**config.mk**
```make
export PLATFORM = sky130hd
export DESIGN_NAME = id_reader
export DESIGN_NICKNAME = d
export VERILOG_FILES = /design/src/rtl/idrd_pkg.sv /design/src/rtl/idrd_bit_engine.sv /design/src/rtl/idrd_sequencer.sv /design/src/rtl/idrd_decode.sv /design/src/rtl/idrd_result.sv /design/src/rtl/id_reader.sv
export SDC_FILE = /design/constraint.sdc
export NUM_CORES = 1
export LEC_CHECK = 0
export CAP_MARGIN = 30
export CORE_ASPECT_RATIO = 1.4
export CORE_UTILIZATION = 55
export CTS_BUF_LIST = sky130_fd_sc_hd__clkbuf_8
export DETAILED_ROUTE_END_ITERATION = 7
export PLACE_DENSITY = 0.8
export SYNTH_ARGS = -nofsm -noshare
export SYNTH_HDL_FRONTEND = slang
export SYNTH_HIERARCHICAL = 1
export SYNTH_SLANG_ARGS = --single-unit
```
**constraint.sdc**
```tcl
create_clock -name clk_i -period 2.3 [get_ports clk_i]
set_input_delay 0.345 -clock clk_i [delete_from_list [all_inputs] [get_ports clk_i]]
set_output_delay 0.345 -clock clk_i [all_outputs]
set_load 0.1 [all_outputs]
```
**src/rtl/idrd_pkg.sv**
```systemverilog
package idrd_pkg;
  typedef enum logic [1:0] {BC_START, BC_STOP, BC_WRITE, BC_READ} bus_cmd_e;
  localparam int unsigned NUM_REGS = 3;
  localparam int unsigned ID1_IDX  = 0;
  localparam int unsigned ID2_IDX  = 1;
  localparam int unsigned VER_IDX  = 2;
  localparam int unsigned IDX_W    = $clog2(NUM_REGS);
endpackage

```
**src/rtl/idrd_bit_engine.sv**
```systemverilog
module idrd_bit_engine
  import idrd_pkg::*;
(
  input  logic       clk_i,
  input  logic       rst_ni,
  input  logic       tick_i,
  input  logic       cmd_valid_i,
  input  bus_cmd_e   cmd_i,
  input  logic [7:0] wdata_i,
  input  logic       sda_i,
  output logic       scl_oe_o,
  output logic       sda_oe_o,
  output logic       done_o,
  output logic       ack_o,
  output logic [7:0] rdata_o
);
  localparam int unsigned LAST_BIT = 8;

  typedef enum logic [1:0] {E_IDLE, E_START, E_STOP, E_BITS} eng_st_e;
  eng_st_e    st_q;
  logic [1:0] q_q;
  logic [3:0] bit_q;
  logic [7:0] sh_q;
  logic       rd_q, ack_q, scl_q, sda_q, done_q;
  logic       ack_slot;

  assign ack_slot = (bit_q == 4'(LAST_BIT));

  always_ff @(posedge clk_i or negedge rst_ni) begin
    if (!rst_ni) begin
      st_q   <= E_IDLE;
      q_q    <= '0;
      bit_q  <= '0;
      sh_q   <= '0;
      rd_q   <= 1'b0;
      ack_q  <= 1'b0;
      scl_q  <= 1'b0;
      sda_q  <= 1'b0;
      done_q <= 1'b0;
    end else begin
      done_q <= 1'b0;
      unique case (st_q)
        E_IDLE: begin
          if (cmd_valid_i) begin
            q_q   <= '0;
            bit_q <= '0;
            sh_q  <= wdata_i;
            rd_q  <= (cmd_i == BC_READ);
            unique case (cmd_i)
              BC_START: st_q <= E_START;
              BC_STOP:  st_q <= E_STOP;
              default:  st_q <= E_BITS;
            endcase
          end
        end
        E_START: if (tick_i) begin
          q_q <= q_q + 2'd1;
          unique case (q_q)
            2'd0: begin sda_q <= 1'b0; scl_q <= 1'b0; end
            2'd1: sda_q <= 1'b1;
            2'd2: scl_q <= 1'b1;
            default: begin st_q <= E_IDLE; done_q <= 1'b1; end
          endcase
        end
        E_STOP: if (tick_i) begin
          q_q <= q_q + 2'd1;
          unique case (q_q)
            2'd0: sda_q <= 1'b1;
            2'd1: scl_q <= 1'b0;
            2'd2: sda_q <= 1'b0;
            default: begin st_q <= E_IDLE; done_q <= 1'b1; end
          endcase
        end
        default: if (tick_i) begin
          q_q <= q_q + 2'd1;
          unique case (q_q)
            // SCL is low here; write data bits pull SDA, ack slot and reads release
            2'd0: sda_q <= !ack_slot && !rd_q && !sh_q[7];
            2'd1: scl_q <= 1'b0;
            2'd2: begin
              if (ack_slot)  ack_q <= !sda_i;
              else if (rd_q) sh_q  <= {sh_q[6:0], sda_i};
              else           sh_q  <= {sh_q[6:0], 1'b0};
            end
            default: begin
              scl_q <= 1'b1;
              if (ack_slot) begin
                st_q   <= E_IDLE;
                done_q <= 1'b1;
              end else begin
                bit_q <= bit_q + 4'd1;
              end
            end
          endcase
        end
      endcase
    end
  end

  assign scl_oe_o = scl_q;
  assign sda_oe_o = sda_q;
  assign done_o   = done_q;
  assign ack_o    = ack_q;
  assign rdata_o  = sh_q;
endmodule

```
**src/rtl/idrd_sequencer.sv**
```systemverilog
module idrd_sequencer
  import idrd_pkg::*;
#(
  parameter logic [6:0] CMD_ADDR  = 7'h5A,
  parameter logic [6:0] DATA_ADDR = 7'h35
) (
  input  logic             clk_i,
  input  logic             rst_ni,
  input  logic             start_i,
  input  logic             eng_done_i,
  input  logic             eng_ack_i,
  output logic             cmd_valid_o,
  output bus_cmd_e         cmd_o,
  output logic [7:0]       wdata_o,
  output logic             clr_o,
  output logic             cap_o,
  output logic [IDX_W-1:0] idx_o,
  output logic             busy_o,
  output logic             done_o,
  output logic             fail_o,
  output logic             pass_o
);
  localparam logic [2:0] STEP_READ = 3'd6;
  localparam logic [2:0] STEP_LAST = 3'd7;

  typedef enum logic [1:0] {SQ_IDLE, SQ_ISSUE, SQ_WAIT} seq_st_e;
  seq_st_e          st_q;
  logic [2:0]       step_q;
  logic [IDX_W-1:0] idx_q;
  logic             abort_q, busy_q, done_q, fail_q, pass_q, cap_q;
  logic             step_wr;

  // steps: START, cmd addr, offset, STOP, START, data addr, read, STOP
  always_comb begin
    cmd_o   = BC_START;
    wdata_o = '0;
    step_wr = 1'b0;
    unique case (step_q)
      3'd1: begin cmd_o = BC_WRITE; wdata_o = {CMD_ADDR, 1'b0};  step_wr = 1'b1; end
      3'd2: begin cmd_o = BC_WRITE; wdata_o = 8'(idx_q);         step_wr = 1'b1; end
      3'd5: begin cmd_o = BC_WRITE; wdata_o = {DATA_ADDR, 1'b1}; step_wr = 1'b1; end
      3'd6: cmd_o = BC_READ;
      3'd3, 3'd7: cmd_o = BC_STOP;
      default: cmd_o = BC_START;
    endcase
  end

  assign clr_o = (st_q == SQ_IDLE) && start_i;

  always_ff @(posedge clk_i or negedge rst_ni) begin
    if (!rst_ni) begin
      st_q    <= SQ_IDLE;
      step_q  <= '0;
      idx_q   <= '0;
      abort_q <= 1'b0;
      busy_q  <= 1'b0;
      done_q  <= 1'b0;
      fail_q  <= 1'b0;
      pass_q  <= 1'b0;
      cap_q   <= 1'b0;
    end else begin
      done_q <= 1'b0;
      cap_q  <= 1'b0;
      unique case (st_q)
        SQ_IDLE: if (start_i) begin
          st_q    <= SQ_ISSUE;
          busy_q  <= 1'b1;
          step_q  <= '0;
          idx_q   <= '0;
          abort_q <= 1'b0;
          fail_q  <= 1'b0;
          pass_q  <= 1'b0;
        end
        SQ_ISSUE: st_q <= SQ_WAIT;
        default: if (eng_done_i) begin
          st_q <= SQ_ISSUE;
          if (step_wr && !eng_ack_i) begin
            abort_q <= 1'b1;
            step_q  <= STEP_LAST;
          end else if (step_q == STEP_LAST) begin
            if (abort_q || idx_q == IDX_W'(NUM_REGS - 1)) begin
              st_q   <= SQ_IDLE;
              busy_q <= 1'b0;
              done_q <= 1'b1;
              fail_q <= abort_q;
              pass_q <= !abort_q;
            end else begin
              idx_q  <= idx_q + 1'b1;
              step_q <= '0;
            end
          end else begin
            cap_q  <= (step_q == STEP_READ);
            step_q <= step_q + 3'd1;
          end
        end
      endcase
    end
  end

  assign cmd_valid_o = (st_q == SQ_ISSUE);
  assign cap_o       = cap_q;
  assign idx_o       = idx_q;
  assign busy_o      = busy_q;
  assign done_o      = done_q;
  assign fail_o      = fail_q;
  assign pass_o      = pass_q;
endmodule

```
**src/rtl/idrd_decode.sv**
```systemverilog
module idrd_decode #(
  parameter int unsigned REV_W    = 3,
  parameter int unsigned KB_W     = 10,
  parameter int unsigned LATE_REV = 3
) (
  input  logic [7:0]       ver_i,
  output logic [REV_W-1:0] rev_o,
  output logic [KB_W-1:0]  kb_o,
  output logic             size_bad_o,
  output logic             rev_bad_o
);
  logic [3:0] code;
  assign code  = ver_i[7:4];
  assign rev_o = ver_i[REV_W-1:0];

  always_comb begin
    kb_o       = '0;
    size_bad_o = 1'b0;
    rev_bad_o  = 1'b0;
    if (rev_o < REV_W'(LATE_REV)) begin
      unique case (code)
        4'd0: kb_o = KB_W'(128);
        4'd4: kb_o = KB_W'(192);
        4'd8: kb_o = KB_W'(256);
        default: size_bad_o = 1'b1;
      endcase
    end else if (rev_o == REV_W'(LATE_REV)) begin
      unique case (code)
        4'd0: kb_o = KB_W'(128);
        4'd2: kb_o = KB_W'(192);
        4'd4: kb_o = KB_W'(256);
        4'd6: kb_o = KB_W'(384);
        4'd8: kb_o = KB_W'(512);
        default: size_bad_o = 1'b1;
      endcase
    end else begin
      rev_bad_o = 1'b1;
    end
  end
endmodule

```
**src/rtl/idrd_result.sv**
```systemverilog
module idrd_result
  import idrd_pkg::*;
#(
  parameter int unsigned REV_W     = 3,
  parameter int unsigned KB_W      = 10,
  parameter logic [7:0]  ID_EXPECT = 8'h83
) (
  input  logic                     clk_i,
  input  logic                     rst_ni,
  input  logic                     clr_i,
  input  logic                     cap_i,
  input  logic [IDX_W-1:0]         cap_idx_i,
  input  logic [7:0]               cap_data_i,
  input  logic                     pass_i,
  input  logic [REV_W-1:0]         rev_i,
  input  logic [KB_W-1:0]          kb_i,
  input  logic                     size_bad_i,
  input  logic                     rev_bad_i,
  output logic [NUM_REGS-1:0][7:0] bytes_o,
  output logic [REV_W-1:0]         rev_o,
  output logic [KB_W-1:0]          kb_o,
  output logic                     err_id_o,
  output logic                     err_size_o,
  output logic                     err_rev_o
);
  logic [NUM_REGS-1:0][7:0] bytes_q;

  for (genvar g = 0; g < NUM_REGS; g++) begin : g_byte
    always_ff @(posedge clk_i or negedge rst_ni) begin
      if (!rst_ni)                                     bytes_q[g] <= '0;
      else if (clr_i)                                  bytes_q[g] <= '0;
      else if (cap_i && cap_idx_i == IDX_W'(g))        bytes_q[g] <= cap_data_i;
    end
  end

  assign bytes_o    = bytes_q;
  assign err_id_o   = pass_i && (bytes_q[ID1_IDX] != ID_EXPECT);
  assign err_size_o = pass_i && size_bad_i;
  assign err_rev_o  = pass_i && rev_bad_i;
  assign rev_o      = pass_i ? rev_i : '0;
  assign kb_o       = pass_i ? kb_i : '0;
endmodule

```
**src/rtl/id_reader.sv**
```systemverilog
module id_reader
  import idrd_pkg::*;
#(
  parameter logic [6:0]  CMD_ADDR  = 7'h5A,
  parameter logic [6:0]  DATA_ADDR = 7'h35,
  parameter logic [7:0]  ID_EXPECT = 8'h83,
  parameter int unsigned REV_W     = 3,
  parameter int unsigned KB_W      = 10
) (
  input  logic             clk_i,
  input  logic             rst_ni,
  input  logic             start_i,
  input  logic             tick_i,
  input  logic             sda_i,
  output logic             scl_oe_o,
  output logic             sda_oe_o,
  output logic             busy_o,
  output logic             done_o,
  output logic [7:0]       id1_o,
  output logic [7:0]       id2_o,
  output logic [7:0]       ver_o,
  output logic [REV_W-1:0] rev_o,
  output logic [KB_W-1:0]  flash_kb_o,
  output logic             err_xfer_o,
  output logic             err_id_o,
  output logic             err_size_o,
  output logic             err_rev_o
);
  logic                     cmd_valid, eng_done, eng_ack, clr, cap, pass;
  bus_cmd_e                 cmd;
  logic [7:0]               wdata, rdata;
  logic [IDX_W-1:0]         idx;
  logic [NUM_REGS-1:0][7:0] bytes;
  logic [REV_W-1:0]         dec_rev;
  logic [KB_W-1:0]          dec_kb;
  logic                     size_bad, rev_bad;

  idrd_bit_engine u_eng (
    .clk_i, .rst_ni, .tick_i,
    .cmd_valid_i(cmd_valid), .cmd_i(cmd), .wdata_i(wdata), .sda_i,
    .scl_oe_o, .sda_oe_o, .done_o(eng_done), .ack_o(eng_ack), .rdata_o(rdata)
  );

  idrd_sequencer #(.CMD_ADDR(CMD_ADDR), .DATA_ADDR(DATA_ADDR)) u_seq (
    .clk_i, .rst_ni, .start_i,
    .eng_done_i(eng_done), .eng_ack_i(eng_ack),
    .cmd_valid_o(cmd_valid), .cmd_o(cmd), .wdata_o(wdata),
    .clr_o(clr), .cap_o(cap), .idx_o(idx),
    .busy_o, .done_o, .fail_o(err_xfer_o), .pass_o(pass)
  );

  idrd_decode #(.REV_W(REV_W), .KB_W(KB_W)) u_dec (
    .ver_i(bytes[VER_IDX]), .rev_o(dec_rev), .kb_o(dec_kb),
    .size_bad_o(size_bad), .rev_bad_o(rev_bad)
  );

  idrd_result #(.REV_W(REV_W), .KB_W(KB_W), .ID_EXPECT(ID_EXPECT)) u_res (
    .clk_i, .rst_ni, .clr_i(clr), .cap_i(cap), .cap_idx_i(idx), .cap_data_i(rdata),
    .pass_i(pass), .rev_i(dec_rev), .kb_i(dec_kb),
    .size_bad_i(size_bad), .rev_bad_i(rev_bad),
    .bytes_o(bytes), .rev_o, .kb_o(flash_kb_o),
    .err_id_o, .err_size_o, .err_rev_o
  );

  assign id1_o = bytes[ID1_IDX];
  assign id2_o = bytes[ID2_IDX];
  assign ver_o = bytes[VER_IDX];
endmodule


```
* Word level (Yosys, flattened, before mapping)
Index checks and enable logic that the tools add are counted.
** Storage, ports and cells
- Output and inout bits :: 45
- Memories kept :: 0
- Latch bits :: 0
- Memory bits (read-only) :: 0
- Flip-flop bits (word level) :: 58
- RAM bits :: 0
** Operators by class
- Eq/ne operators :: 36
- $add $sub $neg :: 4
- Divide/modulo/power cells :: 0
- $lt $le $gt $ge :: 1
- Reduce and logical (&&, ||, !) cells :: 57
- Bitwise operators :: 4
- Shift-type cells :: 0
- Muxes and demuxes :: 110
- $mul :: 0
** Operators with widths (count)
- $mux W8 :: 10
- $pmux W10 S5 :: 1
- $mux W1 :: 47
- $mux W2 :: 18
- $mux W10 :: 3
- $pmux W9 S3 :: 1
- $pmux W8 S3 :: 1
- $reduce_and A5 Y1 :: 4
- $mux W3 :: 6
- $pmux W1 S2 :: 9
- $reduce_and A6 Y1 :: 3
- $reduce_bool A2 Y1 :: 9
- $mux W4 :: 4
- $pmux W2 S2 :: 4
- $pmux W8 S2 :: 1
- $ne A3 B1 Y1 const B :: 4
- $reduce_and A4 Y1 :: 3
- $reduce_or A3 Y1 :: 4
- $eq A2 B1 Y1 const B :: 5
- $logic_and A1 B1 Y1 :: 10
- $logic_not A2 Y1 :: 5
- $ne A2 B1 Y1 const B :: 5
- $eq A3 B2 Y1 const B :: 3
- $eq A3 B3 Y1 const B :: 3
- other kinds (24) :: 49

* Longest topological paths before layout
- Depth after elaboration :: 7
- Mapped depth :: 8
- Mapped depth without buffers :: 7

* Cells and area by module
The synthesis kept the hierarchy.
** By module, submodules not included
- idrd_bit_engine :: seq. area each 525.5 um2, instances 1, area each 1318.8 um2, cells an instance 138
- idrd_result :: seq. area each 600.6 um2, instances 1, area each 1242.4 um2, cells an instance 111
- idrd_sequencer :: seq. area each 325.3 um2, instances 1, area each 809.5 um2, cells an instance 79
- idrd_decode :: seq. area each 0.0 um2, instances 1, area each 173.9 um2, cells an instance 27

* Worst setup path after synthesis
No wires, ideal clock.
- Path type :: register to output
- Start point :: reg u_res.bytes_q, in the netlist u_res/bytes_o[5]
- End point :: out err_id_o
- Data arrival time :: 2774 ps
- Setup slack :: -819 ps
- Required time :: 1955 ps
- Stages on the path, launching flop included :: 3
- Cell sequence :: dfrtp_1 -> nor4b_1 -> a41oi_1
** On the way
- Longest elaborated chain between the ends :: 2
** Ends and longest elaborated chain
- from (decl) :: RTL line idrd_result.sv:26 : logic [NUM_REGS-1:0][7:0] bytes_q;
- from (signal, indexed assignment) :: RTL line idrd_result.sv:32 : else if (cap_i && cap_idx_i == IDX_W'(g)) bytes_q[g] <= cap_data_i;
- $ne A8 B8 Y1 :: RTL line idrd_result.sv:37 : assign err_id_o = pass_i && (bytes_q[ID1_IDX] != ID_EXPECT);
- $logic_and A1 B1 Y1 :: RTL line idrd_result.sv:37
- to (decl) :: RTL line id_reader.sv:25 : output logic err_id_o,
Every way passes these cells.

* Worst setup path in the final report
- Start point :: reg u_eng.st_q[1]
- End point :: reg u_eng.bit_q[2]
** On the way
- Longest elaborated chain between the ends :: 4
** Ends and longest elaborated chain
- from (decl) :: RTL line idrd_bit_engine.sv:20 : eng_st_e st_q;
- from (signal assigned) :: RTL line idrd_bit_engine.sv:31 : st_q <= E_IDLE;
- from (signal assigned) :: RTL line idrd_bit_engine.sv:50 : BC_START: st_q <= E_START;
- from (signal assigned) :: RTL line idrd_bit_engine.sv:51 : BC_STOP: st_q <= E_STOP;
- $eq A2 B1 Y1 / $eq A2 B2 Y1 (equally long branches) :: RTL line idrd_bit_engine.sv:42 : unique case (st_q)
- $reduce_or A2 Y1 (no source line)
- $not A1 Y1 (no source line)
- $reduce_and A5 Y1 (no source line)
- to (signal assigned) :: RTL line idrd_bit_engine.sv:91 : bit_q <= bit_q + 4'd1;
- to (decl) :: RTL line idrd_bit_engine.sv:22 : logic [3:0] bit_q;
Parallel ways exist; a longest one is shown, timed or not.
A chain may end at the register's enable or synchronous reset.

==> flow_summary.yaml <==
timing:
  holdWs_ps: 471
  timing.clock.skew_ps: 10.1
  final.setup.tns_ps: 0
  finalCritPeriodShare: 0.946
  period_needed_ps: 2180
  slew_headroom: 0.362
  fin_ws_ps: 124
  worstMarginPinSlew_ps: 963
  maxSlewViolCount: 0
  setup_violations: 0
  hold_violations: 0
  rsz0062_at_grt: "false"
  fmax_ghz: 0.460
floorplan:
  die-height_um: 97.0
  ios: 50
  rows: 34
  start_util: 0.571
  coreArea_um2: 6210
  fp.dieArea_um2: 6770
  die_x_um: 69.9
placement:
  dp.final_hpwl_um: 5150
  routabilityCongestion: 0.803
  place_ws_ps: 139
  port_buffers: 43
  dp.cells: 454
setup_path:
  cp-end-kind: "flop"
  crit_start: "u_eng/st_q[1]"
  reg2reg_from: "u_eng/st_q[1]"
  cp.buffers_inverters: 2
  worst-setup-path-type: "flop to flop"
  cp.depth: 7
  cp_slowest_cell: "or4_1"
  worst_ep_arrival_time_ps: 2450
  critPathMaxFanout: 7
  cp-start-kind: "flop"
  r2r_end: "u_eng/bit_q[2]"
  crit_path_max_incr_delay_ps: 560
  crit_chain: "inv_1 > ha_2 > nor4bb_1 > or4_1 > buf_4 > nor4b_1 > a211o_1"
  rr_worst_depth: 7
  critPathCapture: "u_eng/bit_q[2]"
  worst_ep_required_time_ps: 2570
  path_delay_family: "simple AND/OR/NAND/NOR gates"
  ff2ff_setup_slack_ps: 120
clock_network:
  post_cts_buffers: 0
  cts_made_buffers: 9
  cts-htree-levels: 3
  clockRootBuffer: "clkbuf_8"
  tritoncts: "done"
  cts.sinks: 58
  clock_latency_ps: 330
  clk_path_buf_depth: 2
  path_clk_slew_ps: 70
final_layout:
  seq_area_um2: 1460
  fin_cells: 471
  multi_input_area_um2: 1890
  diodes: 0
  final_nets: 419
  drive_gt1_frac: 0.228
  synthToLayoutAreaGrowth_pct: 18.0
  final.fill_count: 485
routing:
  drc: 0
  vias: 2612
  antenna_left: 0
  wl_per_cell_um: 15.3
  dr.pass1.iters: 4
  drt-initial-drc-count: 147
  viasPerCell: 5.55
  wl_um: 7210
yosys:
  yosysTopAreaCellShare: 0.409
  synth_edf_count: 0
  synth-main-ff-cell: "dfrtp_1"
  synth_common_cells: "dfrtp_1 (58), mux2i_1 (40), nand2b_1 (35)"
  synth_cell_types: 63
  postSynth.asyncResetShare: 1.00
  synth_area_leader_cell: "dfrtp_1"
  postSynthCellCount: 355
  synthTopCellsByArea: "dfrtp_1 (41%), mux2i_1 (11%), ha_1 (7.1%), nand2b_1 (6.2%), and2_1 (3.0%)"
  synth.most_common_cell: "dfrtp_1"
  seq_area_frac_synth: 0.409
  synth_seq_cells: 58
  yosysWarnings: 6
  syn_area_um2: 3540
  syn_avg_cell_area_um2: 9.98
global_route:
  grt_antenna_before_repair: 0
  grt_pass1_vias: 2444
  grt_pass1_wl_um: 11700
  grt-ovfl-total: 0
  grt_usage: 0.216
  grt_max_degree: 37
worst_hold_path:
  worstHoldPathType: "input port to asynchronous set/reset pin"
job:
  maxCapViolCount: 0
power_and_ir_drop:
  vdd_drop_max_v: 0.000859
  leakagePower_uw: 0.00206
  power_density_nw_per_um2: 1090
run_status:
  run_status: "complete, no violations"
==> registers in the layout (all words and copies together) (netlist names), 2 cells and up <==
| signal | cells |
|---|---|
| u_res/bytes_o | 24 |
| u_eng/q_q | 2 |
| u_eng/st_q | 2 |
| u_eng/bit_q | 4 |
| u_seq/st_q | 2 |
| u_seq/step_q | 3 |
| u_eng/rdata_o | 8 |
| u_seq/idx_o | 2 |
==> metrics by stage <==
stage,area (µm²),utilization,total power [µW]
after floorplan,3580,-,3130
after detailed placement,3970,0.639,3590
final,4180,0.674,4550
after global routing,4180,0.674,4830
after CTS,4180,0.673,4560
after global placement,3970,0.639,3530
==> power by group <==
part | internal, µW | switching [µW] | total, µW
Combinational | 740 | 1340 | 2080
Sequential | 1260 | 265 | 1520
Clock | 553 | 394 | 947
Total | 2550 | 2000 | 4550
==> layout make-up <==
cell class	instances	area share
clock inverters	5	0.0126
multi-input cells	257	0.452
clock buffers	11	0.0362
well taps	72	0.0215
repair buffers	52	0.116
flip-flops and latches	58	0.348
inverters	16	0.0144
==> layer usage <==
layer  global-route usage  up-vias  part of all wire
met1                0.252     1261              0.42
met3               0.0542       10             0.040
li1                     -     1273                 -
met2                0.379       68              0.52
met5                    0        -                 0
met4               0.0800        0             0.016
==> logic make-up (layout without fill, tap and decap cells) <==
family | Yosys count | in the layout | synth area share
AOI/OAI and AO/OA | 55 | 55 | 0.108
adders and majority gates | 20 | 20 | 0.0706
buffers and inverters | 45 | 84 | 0.0674
DFF | 58 | 58 | 0.409
muxes | 41 | 41 | 0.116
other | 1 | 6 | 0.00106
and+or+nand+nor | 135 | 135 | 0.228
==> timing repair <==
action                                  CTS  global route
resized for setup                         0             1
hold buffers                              1             0
endpoints found under the hold margin    14             0
endpoints found under the setup margin    0             2
==> layout by cell type, fill, tap and decap left out, types with 4 or more instances in the layout <==
master | synthesis | routed
a21oi_1 | 14 | 14
and2_1 | 17 | 12
and2_2 | 0 | 5
buf_12 | 0 | 7
buf_4 | 13 | 40
clkbuf_8 | 0 | 11
conb_1 | 1 | 6
dfrtp_1 | 58 | 55
ha_1 | 20 | 19
inv_1 | 15 | 15
mux2i_1 | 40 | 40
nand2_1 | 20 | 20
nand2b_1 | 35 | 35
nand3_1 | 4 | 4
nor2_1 | 21 | 21
nor3_1 | 6 | 6
o21ai_0 | 8 | 8
o21ai_1 | 4 | 4
==> worst min-delay path by stage <==
stage,to
global placement,u_res/bytes_o[20]
floorplan,u_eng/ack_o
finish,u_res/bytes_o[16]
detailed placement,u_seq/idx_o[1]
global route,u_res/bytes_o[20]
CTS,u_seq/idx_o[1]
Note: power is estimated with default switching activity, not from simulation.
